===== src/rtl/sb_pkg.sv =====
package sb_pkg;

  typedef enum logic {
    BR_IDLE = 1'b0,
    BR_WAIT = 1'b1
  } br_state_e;

  typedef struct packed {
    logic fetch_hold;
    logic dec_hold;
    logic dec_bubble;
    logic ex_bubble;
  } sb_ctl_t;

endpackage


===== src/rtl/sb_valid_bits.sv =====
module sb_valid_bits #(
  parameter int NREGS = 32,
  parameter int IDXW  = $clog2(NREGS)
) (
  input  logic             clk,
  input  logic             rst_n,
  input  logic             set_en,
  input  logic [IDXW-1:0]  set_idx,
  input  logic             clr_en,
  input  logic [IDXW-1:0]  clr_idx,
  output logic [NREGS-1:0] avail
);

  logic [NREGS-1:0] rdy_q;

  for (genvar g = 0; g < NREGS; g++) begin : g_reg
    if (g == 0) begin : g_zero
      // register 0 is hard-wired ready
      assign rdy_q[g] = 1'b1;
      assign avail[g] = 1'b1;
    end else begin : g_track
      logic hit_set;
      logic hit_clr;
      assign hit_set = set_en && (set_idx == IDXW'(g));
      assign hit_clr = clr_en && (clr_idx == IDXW'(g));

      always_ff @(posedge clk) begin
        if (!rst_n)       rdy_q[g] <= 1'b1;
        else if (hit_clr) rdy_q[g] <= 1'b0;  // new pending write wins
        else if (hit_set) rdy_q[g] <= 1'b1;
      end

      // writeback in the same cycle counts as available
      assign avail[g] = rdy_q[g] | hit_set;
    end
  end

endmodule


===== src/rtl/sb_raw_check.sv =====
module sb_raw_check #(
  parameter int NREGS = 32,
  parameter int IDXW  = $clog2(NREGS),
  parameter int NSRC  = 2
) (
  input  logic                      req,
  input  logic [NSRC-1:0][IDXW-1:0] src,
  input  logic [NREGS-1:0]          avail,
  output logic                      raw
);

  logic [NSRC-1:0] hit;

  for (genvar s = 0; s < NSRC; s++) begin : g_src
    assign hit[s] = (src[s] != '0) && !avail[src[s]];
  end

  assign raw = req && (|hit);

endmodule


===== src/rtl/sb_branch_ctl.sv =====
module sb_branch_ctl
  import sb_pkg::*;
(
  input  logic clk,
  input  logic rst_n,
  input  logic br_in_dec,
  input  logic br_issue,
  input  logic resolved,
  output logic br_wait
);

  br_state_e st_q, st_d;

  always_comb begin
    st_d = st_q;
    if (br_issue)                          st_d = BR_WAIT;
    else if (st_q == BR_WAIT && resolved)  st_d = BR_IDLE;
  end

  always_ff @(posedge clk) begin
    if (!rst_n) st_q <= BR_IDLE;
    else        st_q <= st_d;
  end

  assign br_wait = ((st_q == BR_WAIT) && !resolved) || br_in_dec;

endmodule


===== src/rtl/sb_interlock.sv =====
module sb_interlock
  import sb_pkg::*;
#(
  parameter int NREGS = 32,
  parameter int IDXW  = $clog2(NREGS)
) (
  input  logic            clk,
  input  logic            rst_n,
  input  logic            dec_valid,
  output logic            dec_ready,
  input  logic [IDXW-1:0] dec_src_a,
  input  logic [IDXW-1:0] dec_src_b,
  input  logic [IDXW-1:0] dec_dst,
  input  logic            dec_branch,
  input  logic            wb_en,
  input  logic [IDXW-1:0] wb_dst,
  input  logic            br_resolved,
  output logic            fetch_hold,
  output logic            dec_hold,
  output logic            dec_bubble,
  output logic            ex_bubble
);

  localparam int NSRC = 2;

  logic [NREGS-1:0]          avail;
  logic [NSRC-1:0][IDXW-1:0] srcs;
  logic                      raw;
  logic                      issue;
  logic                      br_wait;
  sb_ctl_t                   ctl;

  assign srcs  = {dec_src_b, dec_src_a};
  assign issue = dec_valid && !raw;

  sb_valid_bits #(.NREGS(NREGS), .IDXW(IDXW)) u_bits (
    .clk     (clk),
    .rst_n   (rst_n),
    .set_en  (wb_en),
    .set_idx (wb_dst),
    .clr_en  (issue && (dec_dst != '0)),
    .clr_idx (dec_dst),
    .avail   (avail)
  );

  sb_raw_check #(.NREGS(NREGS), .IDXW(IDXW), .NSRC(NSRC)) u_raw (
    .req   (dec_valid),
    .src   (srcs),
    .avail (avail),
    .raw   (raw)
  );

  sb_branch_ctl u_br (
    .clk       (clk),
    .rst_n     (rst_n),
    .br_in_dec (dec_valid && dec_branch),
    .br_issue  (issue && dec_branch),
    .resolved  (br_resolved),
    .br_wait   (br_wait)
  );

  always_comb begin
    ctl.fetch_hold = raw || br_wait;
    ctl.dec_hold   = raw;
    ctl.dec_bubble = br_wait && !raw;
    ctl.ex_bubble  = raw;
  end

  assign dec_ready  = !raw;
  assign fetch_hold = ctl.fetch_hold;
  assign dec_hold   = ctl.dec_hold;
  assign dec_bubble = ctl.dec_bubble;
  assign ex_bubble  = ctl.ex_bubble;

endmodule


===== config.mk =====
export PLATFORM = sky130hd
export DESIGN_NAME = sb_interlock
export DESIGN_NICKNAME = d
export VERILOG_FILES = /design/src/rtl/sb_pkg.sv /design/src/rtl/sb_valid_bits.sv /design/src/rtl/sb_raw_check.sv /design/src/rtl/sb_branch_ctl.sv /design/src/rtl/sb_interlock.sv
export SDC_FILE = /design/constraint.sdc
export NUM_CORES = 1
export LEC_CHECK = 0
export BUFFER_PORTS_ARGS = -buffer_cell sky130_fd_sc_hd__buf_2
export CAP_MARGIN = 5
export CORE_MARGIN = 5
export CORE_UTILIZATION = 30
export DETAILED_ROUTE_END_ITERATION = 6
export PLACE_DENSITY = 0.5
export SKIP_CTS_REPAIR_TIMING = 1
export SLEW_MARGIN = 20
export SYNTH_ARGS = -nofsm -noshare
export SYNTH_HDL_FRONTEND = slang
export SYNTH_SLANG_ARGS = --single-unit

===== constraint.sdc =====
create_clock -name clk -period 3 [get_ports clk]
set_input_delay 0.15 -clock clk [delete_from_list [all_inputs] [get_ports clk]]
set_output_delay 0.15 -clock clk [all_outputs]
set_load 0.02 [all_outputs]

After elaboration in Yosys (flattened, before gate mapping). Index checks and enable logic that the tools add are counted.

Flip-flop bits (word level): 32. Input port bits: 26. Output and inout bits: 5. Logic and storage cells: 309.

Order comparisons: 2. Equal/unequal tests: 62. Muxes and demuxes: 68. Bitwise logic cells: 31. Reduce and logical (&&, ||, !) cells: 114.

Operator list (count): $eq A5 B5 Y1 const B (32); $eq A5 B4 Y1 const B (16); $logic_and A1 B1 Y1 (72); $mux W1 (66); $reduce_bool A2 Y1 (32); $eq A5 B3 Y1 const B (8); $or A1 B1 Y1 (31); $eq A5 B2 Y1 const B (4); $reduce_bool A5 Y1 (3); $lt A5 B6 Y1 const B (2); $bmux W1 S5 (2); $eq A5 B1 Y1 const B (2); $logic_not A1 Y1 (4); $logic_or A1 B1 Y1 (2); $reduce_or A2 Y1 (1).

Depth between registers and ports, before layout. Gate-level depths: netlist of run 1.

Depth after elaboration: 14. Mapped depth: 11. Mapped depth without buffers: 7.

Modules after synthesis. Synthesis of run 1 repeated with hierarchy kept, for this count alone.

Cell total of the unflattened synthesis: 215. Area, all modules: 2177.1 um^2.

Modules (own cells, without submodules): sb_valid_bits (times used 1, cells an instance 138, area each 1468.9 um^2, sequential area each 620.6 um^2); sb_raw_check (times used 1, cells an instance 65, area each 608.1 um^2, sequential area each 0.0 um^2); sb_interlock (times used 1, cells an instance 8, area each 52.6 um^2, sequential area each 0.0 um^2); sb_branch_ctl (times used 1, cells an instance 4, area each 47.5 um^2, sequential area each 20.0 um^2).

Worst setup path before layout of run 1. No wires, ideal clock.

Path kind: reg-to-output. From: register u_bits.rdy_q[9]. To: output port ex_bubble. Arrival time: 2.385 ns. Data required time: 2.850 ns. Path slack: 0.465 ns. Stages on the path, launching flop included: 10. Buffers on the path: 2. Path through: dfxtp_1 > mux2_1 > or3_1 > a211oi_1 > a31oi_1 > a2111oi_4 > nor3_4 > buf_6 > nor2_1 > buf_4.

Longest elaborated chain between the ends: 7. Elaborated cells on any way between the ends: 11. Those cells by class: 4 x mux; 1 x bitwise; 6 x reduce/logical.

RTL lines: start, declared (line sb_valid_bits.sv:14) `logic [NREGS-1:0] rdy_q;`; start signal, assigned by index (line sb_valid_bits.sv:28) `if (!rst_n) rdy_q[g] <= 1'b1;`; start signal, assigned by index (line sb_valid_bits.sv:29) `else if (hit_clr) rdy_q[g] <= 1'b0;`; start signal, assigned by index (line sb_valid_bits.sv:30) `else if (hit_set) rdy_q[g] <= 1'b1;`; $or A1 B1 Y1 * (line sb_valid_bits.sv:34) `assign avail[g] = rdy_q[g] | hit_set;`; $bmux W1 S5 (line sb_raw_check.sv:15) `assign hit[s] = (src[s] != '0) && !avail[src[s]];`; $mux W1 (not written as such) (line sb_raw_check.sv:15); $logic_not A1 Y1 (line sb_raw_check.sv:15); $logic_and A1 B1 Y1 (line sb_raw_check.sv:15); $reduce_or A2 Y1 * (line sb_raw_check.sv:18) `assign raw = req && (|hit);`; $logic_and A1 B1 Y1 * (line sb_raw_check.sv:18); end, declared (line sb_interlock.sv:21) `output logic ex_bubble`.

Mark *: on every way between the ends. The rest lies on a longest branch, timed or not. The select of a mux whose other input is x is not followed.

Worst setup path in the final report of run 1.
From: register u_bits.rdy_q[9]. To: output port dec_bubble.

Longest elaborated chain between the ends: 9. Elaborated cells on any way between the ends: 13. Those cells by class: 4 x mux; 1 x bitwise; 8 x reduce/logical.

RTL lines: $or A1 B1 Y1 * (line sb_valid_bits.sv:34); $bmux W1 S5 (line sb_raw_check.sv:15); $mux W1 (not written as such) (line sb_raw_check.sv:15); $logic_not A1 Y1 (line sb_raw_check.sv:15); $logic_and A1 B1 Y1 (line sb_raw_check.sv:15); $reduce_or A2 Y1 * (line sb_raw_check.sv:18); $logic_and A1 B1 Y1 * (line sb_raw_check.sv:18); $logic_not A1 Y1 * (line sb_interlock.sv:65) `ctl.dec_bubble = br_wait && !raw;`; $logic_and A1 B1 Y1 * (line sb_interlock.sv:65); end, declared (line sb_interlock.sv:20) `output logic dec_bubble,`.

Marked as above.

==> results.json, run 1 <==
{
  "status": "completed",
  "critical_path.max_fanout": 6,
  "final.min_clock_period_ns": 2.70,
  "ys_top_cells_by_area": "dfxtp_1 24%, nor2_1 9.2%, mux2i_1 6.4%",
  "critPathCaptureType": "primary output",
  "async_flop_share_pct": 0,
  "n_fill_cell": 933,
  "synth-edff-count": 0,
  "setup_violations": 0,
  "dieHeight_microns": 104,
  "grt_pass1_wl_microns": 14200,
  "synthesis.nets": 364,
  "synth_top_area_share_pct": 24.2,
  "synth_seq_cells": 32,
  "path_buf_inv": 1,
  "ioPinCount": 31,
  "maxCapViolCount": 0,
  "slowest_delay_ns": 0.45,
  "cts.sinks": 32,
  "avgViaCountPerCell": 5.86,
  "drive_above_1_share_pct": 19.6,
  "period_share_pct": 89.9,
  "p_leak_nw": 1.02,
  "ff_latch_area_sq_um": 641,
  "firstDrtPassIters": 4,
  "grt_pass1_vias": 2685,
  "yosysWarnings": 0,
  "criticalPathCategory": "flip-flop to primary output",
  "hpwl_microns": 6620,
  "worstMarginPinSlew_ns": 0.575,
  "dieArea_sq_um": 10800,
  "hp-class": "input pin to flip-flop",
  "cts_root_buffer": "clkbuf_8",
  "synthCells": 338,
  "syn_to_final_growth_pct": 11.5,
  "use_met1_pct": 23.5,
  "io_buffers": 30,
  "synth_cell_types": 65,
  "crit_path_cell_trace": "mux2_1 -> or3_1 -> a211oi_1 -> a31oi_1 -> a2111oi_4 -> nor3_4 -> o21ba_2 -> buf_2",
  "vias": 2730,
  "die_w_microns": 104,
  "initial_core_util_pct": 30.6,
  "multiInputGateArea_sq_um": 1820,
  "drc": 0,
  "grt_max_degree": 27,
  "cts_buffers": 5,
  "r2r-start": "u_bits.rdy_q[9]",
  "avgSynthCellArea_sq_um": 7.82,
  "use_met2_pct": 23.5,
  "startpoint_type": "flip-flop",
  "htreeDepth": 2,
  "hold_violations": 0,
  "clk_pin_slew_ns": 0.06,
  "final_cell_mix": "65 x nor2_1, 32 x dfxtp_1, 31 x a21oi_1",
  "clock.fmax_ghz": 0.371,
  "crit_family": "compound AO/OA/AOI/OAI gates",
  "track_usage_pct": 15.8,
  "ant_nets": 0,
  "dpl_worst_slack_ns": 0.441,
  "slew_violations": 0,
  "cts_tree": "done",
  "synth_top_cell_by_area": "dfxtp_1",
  "final_common_cell": "nor2_1",
  "rsz0062_at_grt": "no",
  "netlist_area_sq_um": 2640,
  "gp_congestion": 0.864,
  "globalRoute.busiestLayer": "met1",
  "hp-start": "dec_branch",
  "row_count": 34,
  "slowest_stage": "a2111oi_4",
  "fin_ws_ns": 0.302,
  "final_nets": 384,
  "crit_required_ns": 2.85,
  "drtIter0Drc": 256,
  "setup_tns_ns": 0,
  "antennaDiodeCount": 0,
  "crit_start": "u_bits.rdy_q[9]",
  "grt.met3_usage_pct": 1.92,
  "critPathArrivalTime_ns": 2.55,
  "cts_buffer_depth": 2,
  "synth_ff_type": "dfxtp_1",
  "slew_headroom_pct": 61.4,
  "antenna_found_initial": 0,
  "wl_microns": 8610,
  "finClkSkew_ns": 0.00465,
  "core_area_sq_um": 8640,
  "grt-ovfl-total": 0,
  "p_per_area_nw_per_um2": 348,
  "wl_per_cell_microns": 18.5,
  "ir_drop_uv": 181,
  "clock_latency_ns": 0.28,
  "yosysSeqAreaShare_pct": 24.2
}
## cell families (layout without fill, tap and decap cells)
kind of cell | after synthesis | after routing | share of synthesized area, %
and+or+nand+nor | 151 | 151 | 31.1
buffers and inverters | 36 | 56 | 7.10
muxes | 26 | 26 | 11.1
AOI/OAI and AO/OA | 86 | 86 | 24.1
xor gates and xnor gates | 7 | 7 | 2.32
DFF | 32 | 32 | 24.2
## per-stage QoR
step	cell area [sq um]	power (mW)	hold WS (ns)	util (%)	instances
global route	2950	1.07	0.283	34.1	466
global placement	2850	0.677	0.520	33.0	459
floorplan	2640	0.614	0.412	-	338
CTS	2950	1.03	0.255	34.1	466
detailed placement	2850	0.677	0.524	33.0	459
finish	2950	1.02	0.258	34.1	466
## synthesized netlist by cell type, types with 7 or more instances
cell and n:
nor2b_1 7, nor3_1 28, dfxtp_1 32, a31oi_1 8, mux2i_1 17, nand3_1 12
inv_1 8, buf_2 12, nand2_1 7, a21oi_1 31, nor2_1 65, clkbuf_1 8
## worst paths after layout
kind,to,slack (ns),cells after the start
max,dec_bubble,0.30,8
min,u_br.st_q,0.26,3
max reg2reg,u_br.st_q,0.59,8
min reg2reg,u_bits.rdy_q[2],0.54,2
## area by class of cell
class | instances | area share (%)
multi-input cells | 270 | 61.6
flip-flops and latches | 32 | 21.7
inverters | 9 | 1.15
clock buffers | 7 | 3.27
repair buffers | 40 | 7.64
well taps | 108 | 4.59
## state kept, by name (all words and copies together), names as in the netlist
register and cells:
u_bits.rdy_q 31, u_br.st_q 1
## power by group
group          switching (mW)  internal [mW]  total (mW)
combinational           0.157         0.0799       0.237
sequential            0.00353          0.429       0.433
clock                   0.150          0.204       0.354
total                   0.311          0.713        1.02
## tightest hold or removal path, stage by stage
cell,delay [ns]
buf_2,0.10
and3_1,0.15
a22o_1,0.11
## routing by layer
| metal | vias up | wire length [microns] |
|---|---|---|
| met5 | - | 0 |
| met4 | 0 | 155 |
| met3 | 13 | 611 |
| met2 | 122 | 3730 |
| met1 | 1296 | 4110 |
| li1 | 1299 | - |
No activity file was read; power rests on OpenSTA's default activity.
==> inputs of run 2 (changes only) <==
- CORE_UTILIZATION: 30 -> 55
- PLACE_DENSITY: 0.5 -> 0.79
==> run 2 against run 1 <==
- maximum frequency rose by 0.60%
- clock-buffer cell count up 1
- cell area decreased by 3.3%
- via count up 0.84%
- global-route usage is 10 points higher
- non-clock buffer count is 3 lower
- register-to-register slack gained 0.02 ns
- die area down 42%
- clock skew about the same
- first-iteration DRC count is 50% higher
- sequential share of layout area grew 0.73 points
- utilization increased by 27 points
- highest routed layer unchanged
==> results.json, run 2 (synthesis results as in run 1) <==
{
  "wl_microns": 7590,
  "firstDrtPassIters": 5,
  "avgViaCountPerCell": 6.71,
  "slew_violations": 0,
  "cts_buffer_depth": 2,
  "final.min_clock_period_ns": 2.68,
  "core_area_sq_um": 4690,
  "cts_tree": "done",
  "p_leak_nw": 0.997,
  "maxCapViolCount": 0,
  "gp_congestion": 0.975,
  "critPathArrivalTime_ns": 2.53,
  "drive_above_1_share_pct": 18.5,
  "final_common_cell": "nor2_1",
  "track_usage_pct": 25.8,
  "final_cell_mix": "65 x nor2_1, 32 x dfxtp_1, 31 x a21oi_1",
  "hold_violations": 0,
  "criticalPathCategory": "flip-flop to primary output",
  "worstMarginPinSlew_ns": 0.485,
  "vias": 2753,
  "dieArea_sq_um": 6290,
  "placed_area_sq_um": 2760,
  "slew_headroom_pct": 67.5,
  "slowest_stage": "a2111oi_4",
  "clock_latency_ns": 0.28,
  "grt_pass1_vias": 2654,
  "ioPinCount": 31,
  "io_buffers": 30,
  "drtIter0Drc": 385,
  "p_per_area_nw_per_um2": 351,
  "die_w_microns": 79.3,
  "hpwl_microns": 5680,
  "htreeDepth": 2,
  "cts.sinks": 32,
  "setup_tns_ns": 0,
  "row_count": 25,
  "antenna_found_initial": 0,
  "critPathCaptureType": "primary output",
  "cts_buffers": 5,
  "crit_required_ns": 2.85,
  "ant_nets": 0,
  "setup_violations": 0,
  "final_nets": 381,
  "power_mw": 1.00,
  "antennaDiodeCount": 0,
  "final_cell_area_sq_um": 2850,
  "hp-class": "input pin to flip-flop",
  "rsz0062_at_grt": "no",
  "largest_reg_flops": 31,
  "regMostFlops": "u_bits.rdy_q",
  "period_share_pct": 89.4,
  "startpoint_type": "flip-flop",
  "finClkSkew_ns": 0.00438,
  "dieHeight_microns": 79.3,
  "cts_root_buffer": "clkbuf_8",
  "reg_top3": "u_bits.rdy_q (31), u_br.st_q (1)",
  "grt_max_degree": 28,
  "ir_drop_uv": 248,
  "crit_family": "compound AO/OA/AOI/OAI gates",
  "initial_core_util_pct": 56.3,
  "slowest_delay_ns": 0.43,
  "critical_path.max_fanout": 6,
  "status": "completed",
  "n_fill_cell": 408,
  "clock.fmax_ghz": 0.373,
  "clk_pin_slew_ns": 0.06,
  "grt_pass1_wl_microns": 12900,
  "crit_path_cell_trace": "mux2_1 -> or3_1 -> a211oi_1 -> a31oi_1 -> a2111oi_4 -> nor3_4 -> o21ba_2 -> buf_2",
  "wl_per_cell_microns": 18.5,
  "grt-ovfl-total": 0,
  "path_buf_inv": 1,
  "syn_to_final_growth_pct": 7.81,
  "drc": 0
}
## run 2: final cells by class
| class | count | area [sq um] | area share [%] |
|---|---|---|---|
| Clock buffer | 8 | 90.1 | 3.16 |
| Inverter | 9 | 33.8 | 1.19 |
| Multi-Input combinational cell | 270 | 1820 | 63.7 |
| Sequential cell | 32 | 641 | 22.5 |
| Tap cell | 54 | 67.6 | 2.37 |
| Timing Repair Buffer | 37 | 203 | 7.11 |
## run 2: worst paths after layout
path                    startpoint                to  slack, ns  depth (start not counted)
setup / recovery   u_bits.rdy_q[9]        dec_bubble       0.32                          8
hold reg to reg   u_bits.rdy_q[28]  u_bits.rdy_q[28]       0.54                          2
hold / removal          dec_branch         u_br.st_q       0.25                          3
setup reg to reg   u_bits.rdy_q[9]  u_bits.rdy_q[27]       0.61                          8
## run 2: report_power, final
group	internal, mW	switching [mW]	leakage (nW)
sequential	0.430	0.00342	0.259
clock	0.187	0.149	0.0455
combinational	0.0781	0.154	0.692
## run 2: metrics by stage
step	util, %	hold WS, ns	worst slack [ns]	cells
global route	60.7	0.260	0.223	410
global placement	58.8	0.510	0.460	402
detailed placement	58.8	0.523	0.385	402
floorplan	-	0.412	0.465	338
CTS	60.7	0.245	0.301	410
finish	60.7	0.247	0.318	410
## run 2: worst register-to-register path: cells and delay by family (launching register included)
kind	cells	cell delay, ns
AOI/OAI and AO/OA	4	1.01
buffers and inverters	1	0.25
and+or+nand+nor	2	0.41
muxes	1	0.29
DFF	1	0.35
## run 2: per-layer routing
metal | vias to the layer above | track usage [%] | routed length, microns
li1 | 1294 | - | -
met1 | 1272 | 34.2 | 3220
met2 | 157 | 40.4 | 3400
met3 | 30 | 5.44 | 719
met4 | 0 | 11.0 | 250
met5 | - | 0 | 0
==> inputs of run 3 (changes only) <==
- CTS_BUF_LIST: default -> sky130_fd_sc_hd__clkbuf_16
==> run 3 against run 2 <==
- via count grew 0.65%
- maximum frequency grew 1.2%
- global-route usage barely moved
- first-iteration DRC count rose by 2.3%
- cell area grew 1.6%
- non-clock buffer count unchanged
- wire length increased by 1.6%
- cell count is the same
- setup slack better by 0.033 ns
- critical path type unchanged
- critical endpoint unchanged
- largest cell class unchanged
==> results.json, run 3 (synthesis results as in run 1) <==
{
  "grt_pass1_wl_microns": 12900,
  "crit_required_ns": 2.85,
  "largest_reg_flops": 31,
  "critical_path.max_fanout": 6,
  "grt_pass1_vias": 2672,
  "maxCapViolCount": 0,
  "cts_tree": "done",
  "hold_slack_ns": 0.260,
  "crit_path_cell_trace": "mux2_1 -> or3_1 -> a211oi_1 -> a31oi_1 -> a2111oi_4 -> nor3_4 -> o21ba_2 -> buf_2",
  "final_cell_mix": "65 x nor2_1, 32 x dfxtp_1, 31 x a21oi_1",
  "final.min_clock_period_ns": 2.65,
  "hold_violations": 0,
  "setup_violations": 0,
  "clock_latency_ns": 0.27,
  "wl_microns": 7720,
  "io_buffers": 30,
  "avgViaCountPerCell": 6.76,
  "worstMarginPinSlew_ns": 0.472,
  "finClkSkew_ns": 0.00648,
  "rsz0062_at_grt": "no",
  "ioPinCount": 31,
  "period_share_pct": 88.3,
  "startpoint_type": "flip-flop",
  "cts_buffers": 5,
  "track_usage_pct": 25.8,
  "cts_buffer_depth": 2,
  "antenna_found_initial": 0,
  "syn_to_final_growth_pct": 9.56,
  "antennaDiodeCount": 0,
  "htreeDepth": 2,
  "vias": 2771,
  "initial_core_util_pct": 56.3,
  "drtIter0Drc": 394,
  "regMostFlops": "u_bits.rdy_q",
  "p_leak_nw": 1.03,
  "ir_drop_uv": 307,
  "dieArea_sq_um": 6290,
  "wl_per_cell_microns": 18.8,
  "final_common_cell": "nor2_1",
  "ant_nets": 0,
  "critPathArrivalTime_ns": 2.50,
  "dieHeight_microns": 79.3,
  "final_nets": 381,
  "grt-ovfl-total": 0,
  "firstDrtPassIters": 5,
  "crit_start": "u_bits.rdy_q[9]",
  "criticalPathCategory": "flip-flop to primary output",
  "drive_above_1_share_pct": 18.3,
  "n_fill_cell": 392,
  "reg_top3": "u_bits.rdy_q (31), u_br.st_q (1)",
  "layoutNonFillerInstCount": 410,
  "setup_tns_ns": 0,
  "row_count": 25,
  "drc": 0,
  "r2r-start": "u_bits.rdy_q[9]",
  "die_w_microns": 79.3,
  "grt_max_degree": 28,
  "hp-class": "input pin to flip-flop",
  "cts.sinks": 32,
  "status": "completed",
  "hpwl_microns": 5680,
  "slowest_delay_ns": 0.43,
  "dpl_worst_slack_ns": 0.385,
  "clk_pin_slew_ns": 0.05,
  "slew_headroom_pct": 68.4,
  "slew_violations": 0,
  "fin_ws_ns": 0.351,
  "slowest_stage": "a2111oi_4",
  "p_per_area_nw_per_um2": 391,
  "critPathCaptureType": "primary output",
  "dp_cells": 402,
  "clock.fmax_ghz": 0.377,
  "core_area_sq_um": 4690,
  "hp-start": "dec_branch",
  "cts_root_buffer": "clkbuf_16",
  "gp_congestion": 0.975
}
## run 3: through the flow
step	utilization (%)	power, mW	area (sq um)
floorplan	-	0.614	2640
global placement	58.8	0.666	2760
detailed placement	58.8	0.668	2760
CTS	61.7	1.13	2900
global route	61.7	1.17	2900
finish	61.7	1.13	2900
## run 3: critical path: cells and delay by family (launching register included)
kind                   cells  cell delay, ns
AO/OA/AOI/OAI              4            1.02
AND/OR/NAND/NOR            2            0.41
buffers and inverters      1            0.15
multiplexers               1            0.29
flip-flops                 1            0.35
## run 3: final cells by class
cell class	instances	area [sq um]	area share [%]
Clock buffer	5	125	4.32
Clock inverter	3	11.3	0.389
Inverter	9	33.8	1.17
Multi-Input combinational cell	270	1820	62.7
Sequential cell	32	641	22.1
Tap cell	54	67.6	2.33
Timing Repair Buffer	37	203	7.00
## run 3: where the power goes
group,switching (mW),internal (mW)
clock network,0.168,0.297
registers,0.00348,0.430
logic,0.154,0.0781
total,0.326,0.806
## run 3: per-layer routing
layer | up-vias | wire length [microns] | track usage (%)
met1 | 1278 | 3270 | 33.5
met2 | 176 | 3500 | 41.4
met4 | 0 | 208 | 11.0
li1 | 1295 | - | -
met3 | 22 | 734 | 4.99
met5 | - | 0 | 0
## run 3: path summary, 6_finish.rpt
check / slack [ns] / depth (start not counted) / endpoint
max: 0.35 / 8 / dec_bubble
min: 0.26 / 3 / u_br.st_q
max reg2reg: 0.62 / 8 / u_bits.rdy_q[27]
min reg2reg: 0.54 / 2 / u_bits.rdy_q[28]
